--- src/rtl/rtt_pkg.sv ---
package rtt_pkg;

  typedef enum logic [1:0] {
    RA_RELOAD = 2'd0,
    RA_COUNT  = 2'd1,
    RA_CTRL   = 2'd2,
    RA_FLAGS  = 2'd3
  } rtt_addr_e;

  // halt is bit 0 ... edge_en is bit 4
  typedef struct packed {
    logic edge_en;
    logic uf_en;
    logic sel;
    logic pulse;
    logic halt;
  } rtt_ctrl_t;

  localparam int CTRL_BITS = $bits(rtt_ctrl_t);
  localparam int NUM_FLAGS = 2;
  localparam int FLAG_UF   = 0;
  localparam int FLAG_EDGE = 1;

endpackage

--- src/rtl/rtt_prescaler.sv ---
module rtt_prescaler #(
  parameter int DIV = 16
) (
  input  logic clk,
  input  logic rst,
  input  logic halt,
  output logic tick
);
  localparam int PW = (DIV > 1) ? $clog2(DIV) : 1;
  localparam logic [PW-1:0] LAST = PW'(DIV - 1);

  logic [PW-1:0] ph_q;

  // held at zero while halted, so a restart always begins a full period
  always_ff @(posedge clk) begin
    if (rst || halt) begin
      ph_q <= '0;
    end else if (ph_q == LAST) begin
      ph_q <= '0;
    end else begin
      ph_q <= ph_q + 1'b1;
    end
  end

  assign tick = !halt && (ph_q == LAST);

  // prescaler phase is parked at zero while halted
  a_r2_parked_when_halted: assert property (@(posedge clk) disable iff (rst)
    halt |=> (ph_q == '0));

  // a tick starts a fresh period
  a_r2_wrap_after_tick: assert property (@(posedge clk) disable iff (rst)
    tick |=> (ph_q == '0));

endmodule

--- src/rtl/rtt_downcounter.sv ---
module rtt_downcounter #(
  parameter int W = 8
) (
  input  logic         clk,
  input  logic         rst,
  input  logic         tick,
  input  logic         halt,
  input  logic         latch_we,
  input  logic [W-1:0] latch_wdata,
  output logic [W-1:0] cnt_q,
  output logic [W-1:0] latch_q,
  output logic         uf
);
  localparam logic [W-1:0] ALL_ONES = '1;

  assign uf = tick && (cnt_q == '0);

  always_ff @(posedge clk) begin
    if (rst) begin
      latch_q <= ALL_ONES;
      cnt_q   <= ALL_ONES;
    end else begin
      if (latch_we) begin
        latch_q <= latch_wdata;
      end
      if (tick) begin
        if (cnt_q == '0) begin
          cnt_q <= latch_q;
        end else begin
          cnt_q <= cnt_q - 1'b1;
        end
      end else if (latch_we && halt) begin
        cnt_q <= latch_wdata;
      end
    end
  end

  // underflow reloads from the latch value present before the edge
  a_r3_reload_on_underflow: assert property (@(posedge clk) disable iff (rst)
    uf |=> (cnt_q == $past(latch_q)));

  // non-zero tick steps down by one
  a_r2_step_down: assert property (@(posedge clk) disable iff (rst)
    (tick && (cnt_q != '0)) |=> (cnt_q == W'($past(cnt_q) - 1'b1)));

  // halted counter only moves on a direct load
  a_r4_frozen_when_halted: assert property (@(posedge clk) disable iff (rst)
    (halt && !latch_we) |=> $stable(cnt_q));

  // halted latch write loads the counter
  a_r5_direct_load: assert property (@(posedge clk) disable iff (rst)
    (halt && latch_we) |=> (cnt_q == $past(latch_wdata)));

  // running latch write leaves the counter alone off-tick
  a_r5_latch_only: assert property (@(posedge clk) disable iff (rst)
    (!halt && latch_we && !tick) |=> $stable(cnt_q));

  // no tick while halted
  a_r4_no_tick_halted: assert property (@(posedge clk) disable iff (rst)
    halt |-> !tick);

endmodule

--- src/rtl/rtt_pulse_gen.sv ---
module rtt_pulse_gen (
  input  logic clk,
  input  logic rst,
  input  logic mode,
  input  logic sel,
  input  logic enter,
  input  logic leave,
  input  logic start_lvl,
  input  logic uf,
  output logic pulse_q,
  output logic edge_evt
);
  logic toggle;

  assign toggle   = mode && uf && !enter && !leave;
  // rising wanted when sel=0 (level now low), falling when sel=1 (level now high)
  assign edge_evt = toggle && (pulse_q == sel);

  always_ff @(posedge clk) begin
    if (rst) begin
      pulse_q <= 1'b0;
    end else if (enter) begin
      pulse_q <= start_lvl;
    end else if (leave) begin
      pulse_q <= 1'b0;
    end else if (toggle) begin
      pulse_q <= ~pulse_q;
    end
  end

  // entering pulse mode sets the start level
  a_r6_start_level: assert property (@(posedge clk) disable iff (rst)
    enter |=> (pulse_q == $past(start_lvl)));

  // underflow in pulse mode inverts the output
  a_r7_toggle: assert property (@(posedge clk) disable iff (rst)
    (mode && uf && !enter && !leave) |=> (pulse_q != $past(pulse_q)));

  // level holds between underflows
  a_r7_hold: assert property (@(posedge clk) disable iff (rst)
    (!uf && !enter && !leave) |=> $stable(pulse_q));

  // leaving pulse mode drives low
  a_r7_leave_low: assert property (@(posedge clk) disable iff (rst)
    leave |=> !pulse_q);

endmodule

--- src/rtl/rtt_req_flags.sv ---
module rtt_req_flags #(
  parameter int N = 2
) (
  input  logic         clk,
  input  logic         rst,
  input  logic [N-1:0] set,
  input  logic [N-1:0] clr,
  output logic [N-1:0] flag_q
);
  always_ff @(posedge clk) begin
    if (rst) begin
      flag_q <= '0;
    end else begin
      for (int i = 0; i < N; i++) begin
        if (set[i]) begin
          flag_q[i] <= 1'b1;
        end else if (clr[i]) begin
          flag_q[i] <= 1'b0;
        end
      end
    end
  end

  for (genvar gi = 0; gi < N; gi++) begin : g_chk
    // set beats a simultaneous clear
    a_r10_set_wins: assert property (@(posedge clk) disable iff (rst)
      set[gi] |=> flag_q[gi]);

    // clear without set drops the flag
    a_r10_clear: assert property (@(posedge clk) disable iff (rst)
      (clr[gi] && !set[gi]) |=> !flag_q[gi]);

    // with neither, the flag holds
    a_r10_hold: assert property (@(posedge clk) disable iff (rst)
      (!clr[gi] && !set[gi]) |=> $stable(flag_q[gi]));
  end

endmodule

--- src/rtl/reload_toggle_timer.sv ---
module reload_toggle_timer
  import rtt_pkg::*;
#(
  parameter int CNT_W     = 8,
  parameter int PRESC_DIV = 16
) (
  input  logic             clk,
  input  logic             rst,
  input  logic             wr_en,
  input  logic [1:0]       wr_addr,
  input  logic [CNT_W-1:0] wr_data,
  input  logic             rd_en,
  input  logic [1:0]       rd_addr,
  output logic [CNT_W-1:0] rd_data,
  output logic             pulse_out,
  output logic             pulse_oe,
  output logic             irq_underflow,
  output logic             irq_edge
);
  rtt_ctrl_t                ctrl_q;
  rtt_ctrl_t                ctrl_new;
  logic                     we_reload;
  logic                     we_ctrl;
  logic                     we_flags;
  logic                     tick;
  logic                     uf;
  logic                     edge_evt;
  logic                     enter;
  logic                     leave;
  logic                     pulse_q;
  logic [CNT_W-1:0]         cnt_q;
  logic [CNT_W-1:0]         latch_q;
  logic [NUM_FLAGS-1:0]     flag_set;
  logic [NUM_FLAGS-1:0]     flag_clr;
  logic [NUM_FLAGS-1:0]     flag_q;
  logic [CNT_W-1:0]         rd_data_q;

  // write decode; the counter address takes no writes
  always_comb begin
    we_reload = 1'b0;
    we_ctrl   = 1'b0;
    we_flags  = 1'b0;
    if (wr_en) begin
      unique case (rtt_addr_e'(wr_addr))
        RA_RELOAD: we_reload = 1'b1;
        RA_CTRL:   we_ctrl   = 1'b1;
        RA_FLAGS:  we_flags  = 1'b1;
        default:   ;
      endcase
    end
  end

  assign ctrl_new = rtt_ctrl_t'(wr_data[CTRL_BITS-1:0]);
  assign enter    = we_ctrl &&  ctrl_new.pulse && !ctrl_q.pulse;
  assign leave    = we_ctrl && !ctrl_new.pulse &&  ctrl_q.pulse;

  always_ff @(posedge clk) begin
    if (rst) begin
      ctrl_q <= '0;
    end else if (we_ctrl) begin
      ctrl_q <= ctrl_new;
    end
  end

  rtt_prescaler #(.DIV(PRESC_DIV)) presc_i (
    .clk  (clk),
    .rst  (rst),
    .halt (ctrl_q.halt),
    .tick (tick)
  );

  rtt_downcounter #(.W(CNT_W)) cnt_i (
    .clk         (clk),
    .rst         (rst),
    .tick        (tick),
    .halt        (ctrl_q.halt),
    .latch_we    (we_reload),
    .latch_wdata (wr_data),
    .cnt_q       (cnt_q),
    .latch_q     (latch_q),
    .uf          (uf)
  );

  rtt_pulse_gen pulse_i (
    .clk       (clk),
    .rst       (rst),
    .mode      (ctrl_q.pulse),
    .sel       (ctrl_q.sel),
    .enter     (enter),
    .leave     (leave),
    .start_lvl (ctrl_new.sel),
    .uf        (uf),
    .pulse_q   (pulse_q),
    .edge_evt  (edge_evt)
  );

  always_comb begin
    flag_set            = '0;
    flag_set[FLAG_UF]   = uf;
    flag_set[FLAG_EDGE] = edge_evt;
    for (int i = 0; i < NUM_FLAGS; i++) begin
      flag_clr[i] = we_flags && !wr_data[i];
    end
  end

  rtt_req_flags #(.N(NUM_FLAGS)) flags_i (
    .clk    (clk),
    .rst    (rst),
    .set    (flag_set),
    .clr    (flag_clr),
    .flag_q (flag_q)
  );

  always_ff @(posedge clk) begin
    if (rst) begin
      rd_data_q <= '0;
    end else if (rd_en) begin
      unique case (rtt_addr_e'(rd_addr))
        RA_RELOAD: rd_data_q <= latch_q;
        RA_COUNT:  rd_data_q <= cnt_q;
        RA_CTRL:   rd_data_q <= CNT_W'(ctrl_q);
        RA_FLAGS:  rd_data_q <= CNT_W'(flag_q);
        default:   rd_data_q <= '0;
      endcase
    end
  end

  assign rd_data       = rd_data_q;
  assign pulse_out     = pulse_q;
  assign pulse_oe      = ctrl_q.pulse;
  assign irq_underflow = flag_q[FLAG_UF]   && ctrl_q.uf_en;
  assign irq_edge      = flag_q[FLAG_EDGE] && ctrl_q.edge_en;

  // every underflow leaves the underflow flag set
  a_r8_uf_sets_flag: assert property (@(posedge clk) disable iff (rst)
    uf |=> flag_q[FLAG_UF]);

  // a selected output edge leaves the edge flag set
  a_r9_edge_sets_flag: assert property (@(posedge clk) disable iff (rst)
    edge_evt |=> flag_q[FLAG_EDGE]);

  // output enable follows pulse mode entry
  a_r6_oe_on_enter: assert property (@(posedge clk) disable iff (rst)
    enter |=> pulse_oe);

  // control register captures the written bits
  a_r11_ctrl_store: assert property (@(posedge clk) disable iff (rst)
    we_ctrl |=> (ctrl_q == $past(ctrl_new)));

endmodule

--- config.mk ---
export PLATFORM = sky130hd
export DESIGN_NAME = reload_toggle_timer
export DESIGN_NICKNAME = d
export VERILOG_FILES = /design/src/rtl/rtt_pkg.sv /design/src/rtl/rtt_prescaler.sv /design/src/rtl/rtt_downcounter.sv /design/src/rtl/rtt_pulse_gen.sv /design/src/rtl/rtt_req_flags.sv /design/src/rtl/reload_toggle_timer.sv
export SDC_FILE = /design/constraint.sdc
export NUM_CORES = 1
export LEC_CHECK = 0
export CORE_MARGIN = 1
export CORE_UTILIZATION = 53
export CTS_CLUSTER_DIAMETER = 40
export CTS_CLUSTER_SIZE = 16
export DETAILED_ROUTE_END_ITERATION = 8
export MAX_ROUTING_LAYER = met4
export PLACE_DENSITY = 0.78
export SKIP_CTS_REPAIR_TIMING = 1
export SYNTH_ARGS = -nofsm -noshare
export SYNTH_HDL_FRONTEND = slang
export SYNTH_SLANG_ARGS = --single-unit
--- constraint.sdc ---
create_clock -name clk -period 2.1 [get_ports clk]
set_clock_uncertainty 0.2 [all_clocks]
set_input_delay 0.42 -clock clk [delete_from_list [all_inputs] [get_ports clk]]
set_output_delay 0.42 -clock clk [all_outputs]
set_load 0.05 [all_outputs]
==> results.tsv <==
stage	metric	value	unit
global_route	overflow	0	
clock_network	path_clk_slew	0.11	ns
timing	grt_setup_unrepaired	yes	
min_path	hold-path-cell-count	1	
worst_setup_path	critPathLaunchType	flip-flop	
final_layout	antenna_cells	0	
final_layout	final_nets	269	
floorplan	start_util	56.18	%
clock_network	clock_sink_count	36	
yosys	seq_area_frac_synth	37.84	%
yosys	synth_async_sr_flop_share	0	%
final_layout	final_cells	297	
clock_network	cts_tree	done	
global_route	grt_usage	27.64	%
power	p_sw	381.4	µW
clock_network	root_buffer	clkbuf_4	
route	avgRoutedWirePerCell	15.58	µm
power	p_sw_share	25.21	%
power	sequentialPowerShare	48.6	%
final_layout	fillCellCount	278	
timing	tightest_slew	0.5162	ns
clock_network	clk_path_buf_depth	2	
clock_network	clock_latency	0.35	ns
power	internal_power	1131	µW
floorplan	die_area	3837	µm²
worst_setup_path	reg2reg_to	cnt_i.cnt_q[1]$_SDFFE_PP1P_	
clock_network	cts_made_buffers	5	
yosys	ys_ff_latch	36	
worst_setup_path	cp-startpoint	cnt_i.cnt_q[1]$_SDFFE_PP1P_	
flow_run	cap_violations	0	
floorplan	rows	21	
worst_setup_path	arrival	2.05	ns
clock_network	htreeDepth	2	
place	hpwlAfterDp	3.487	mm
timing	slew_headroom	65.53	%
route	routed_via_density	5.862	
floorplan	die_h	61.94	µm
route	routed-via-count	1741	
route	ant_nets	0	
floorplan	pin_count	28	
worst_setup_path	end_kind	flip-flop	
power	p_clk_share	36.7	%
global_route	grt_pass1_wl	7.369	mm
yosys	yosysWarnings	0	
yosys	netlist_area	1904	µm²
timing	finalWorstSetupSlack	0.09858	ns
power	p_per_area	627.5	nW/µm²
final_layout	drive_gt1_share	17.13	%
route	drc	0	
final_layout	area_delta_synth_final	26.61	%
timing	min_period	2.001	ns
worst_setup_path	crit_path_max_fanout	10	
floorplan	core	3390	µm²
min_path	hold_class	flip-flop to flip-flop	
timing	finalSetupViolations	0	
power	pwr-share-comb	14.7	%
route	routed_wl	4.628	mm
global_route	use_met3	5.383	%
power	p_leak	0.001083	µW
power	power	1513	µW
worst_setup_path	timing.rr.start	cnt_i.cnt_q[1]$_SDFFE_PP1P_	
power	irDropWorstVdd	487.8	µV
place	gp_congestion	0.8747	
route	drt_pass1_iterations	4	
timing	fin_crit_sh	95.31	%
global_route	use_met1	35.64	%
worst_setup_path	critPathRequiredTime	2.15	ns
place	dpl.cell_count	289	
global_route	grt_most_used_layer	met2	
place	port_buffers	27	
floorplan	die_width	61.94	µm
timing	setup_tns	0	ns
timing	fmax	499.6	MHz
timing	slew_violations	0	
worst_setup_path	critPathKind	flip-flop to flip-flop	
min_path	min_to	presc_i.ph_q[0]$_SDFF_PP0_	
yosys	synth_cells	212	
worst_setup_path	r2r_cells	7	
min_path	worstHoldStart	presc_i.ph_q[0]$_SDFF_PP0_	
yosys	avgSynthCellArea	8.983	µm²
final_layout	final_util	71.13	%
global_route	grt_pass1_vias	1608	
global_route	grtUsageMet2	42.25	%
global_route	antenna_found_initial	0	
yosys	synth-edff-count	0	
yosys	yosys_most_used_dff	dfxtp_1	
route	drt_iter0_drc	97	
yosys	syn-num-nets	231	
timing	hold_viol	0	
outcome	outcome	complete, no violations	
global_route	grt_max_degree	20	
place	place_ws	0.009540	ns
yosys	yosysUniqueCellTypes	47	
worst_setup_path	rrSetupSlack	0.1	ns
[sequential cells by signal (all words and copies together) (netlist names)]
register and flops:
cnt_i.cnt_q 8, cnt_i.latch_q 8, ctrl_q 4, flags_i.flag_q 2, presc_i.ph_q 4, pulse_i.pulse_q 1
pulse_oe 1, rd_data 8
[cell type report]
| type | instances | area, µm² | area share (%) |
|---|---|---|---|
| inverter | 4 | 15.01 | 0.6227 |
| clock inverter | 1 | 30.03 | 1.245 |
| timing repair buffer | 47 | 432.9 | 17.96 |
| clock buffer | 7 | 65.06 | 2.698 |
| sequential | 36 | 720.7 | 29.89 |
| multi-input combinational | 156 | 1090 | 45.20 |
| tap | 46 | 57.56 | 2.387 |
[synthesized netlist by cell type (all sizes together) (7+ instances only)]
cell    number  area share [%]
nor3         7             2.4
nor2        28             5.5
dfxtp       36              38
a21oi       15             3.9
mux2i       19              10
nand3        7             1.8
o21ai        9             2.4
clkbuf      12             2.4
a211o        9             4.1
nor2b        9             3.0
[cell usage in the layout, fill, tap and decap left out, types with 3 or more instances in the layout]
master / synthesis / final
a211o_1: 9 / 9
inv_1: 4 / 4
clkdlybuf4s50_1: 0 / 15
ha_1: 3 / 3
mux2i_1: 19 / 19
a211oi_1: 4 / 4
dfxtp_1: 36 / 36
o21ai_0: 9 / 9
nand2_1: 3 / 3
nor3_1: 6 / 6
dlymetal6s2s_1: 0 / 6
buf_4: 0 / 25
xnor2_1: 3 / 3
nor2b_1: 9 / 9
nand3_1: 7 / 7
nor2_1: 28 / 28
o31ai_1: 3 / 3
a21oi_1: 15 / 15
clkbuf_4: 0 / 5
[cell families (layout without fill, tap and decap cells)]
kind of cell | after synthesis | after routing | share of synthesized area [%]
mux | 23 | 23 | 13.53
flops | 36 | 36 | 37.84
fa+ha+maj | 3 | 3 | 1.971
compound gates | 54 | 54 | 18.86
xor+xnor | 4 | 4 | 1.840
simple gates | 72 | 72 | 21.03
buf+inv | 20 | 59 | 4.927
[per-layer routing]
metal,vias to the layer above,share of wire [%]
met2,52,47
met1,827,46
met4,0,2.3
met5,-,0
met3,12,5.1
li1,850,-
[power groups by stage]
stage	combinational [µW]	sequential [µW]	clock [µW]
2_1_floorplan	98.4	782	0
3_3_place_gp	216	749	0
3_5_place_dp	223	750	0
4_1_cts	223	735	560
5_1_grt	242	739	587
6_report	222	735	556
[stage by stage]
stage,hold WS (ns),cell area [µm²]
after global placement,0.2290,2301
after CTS,0.2625,2396
after detailed placement,0.2396,2301
after floorplan,0.2175,1904
after global routing,0.2665,2411
final,0.2618,2411
[worst max path at each step]
stage | to | cells past startpoint
floorplan | cnt_i.cnt_q[1]$_SDFFE_PP1P_ | 7
global placement | cnt_i.cnt_q[7]$_SDFFE_PP1P_ | 6
detailed placement | rd_data[5]$_SDFFE_PP0P_ | 5
CTS | rd_data[3] | 1
global route | pulse_i.pulse_q$_SDFFE_PP0P_ | 7
finish | cnt_i.cnt_q[1]$_SDFFE_PP1P_ | 7
[worst max-delay path: stages (launching register included)]
cell and delay (ns):
dfxtp_1 0.33, inv_1 0.08, ha_1 0.18, or4b_1 0.43
buf_4 0.19, nor3_1 0.15, a21oi_1 0.07, a211o_1 0.29
(Power assumes the default switching activity.)
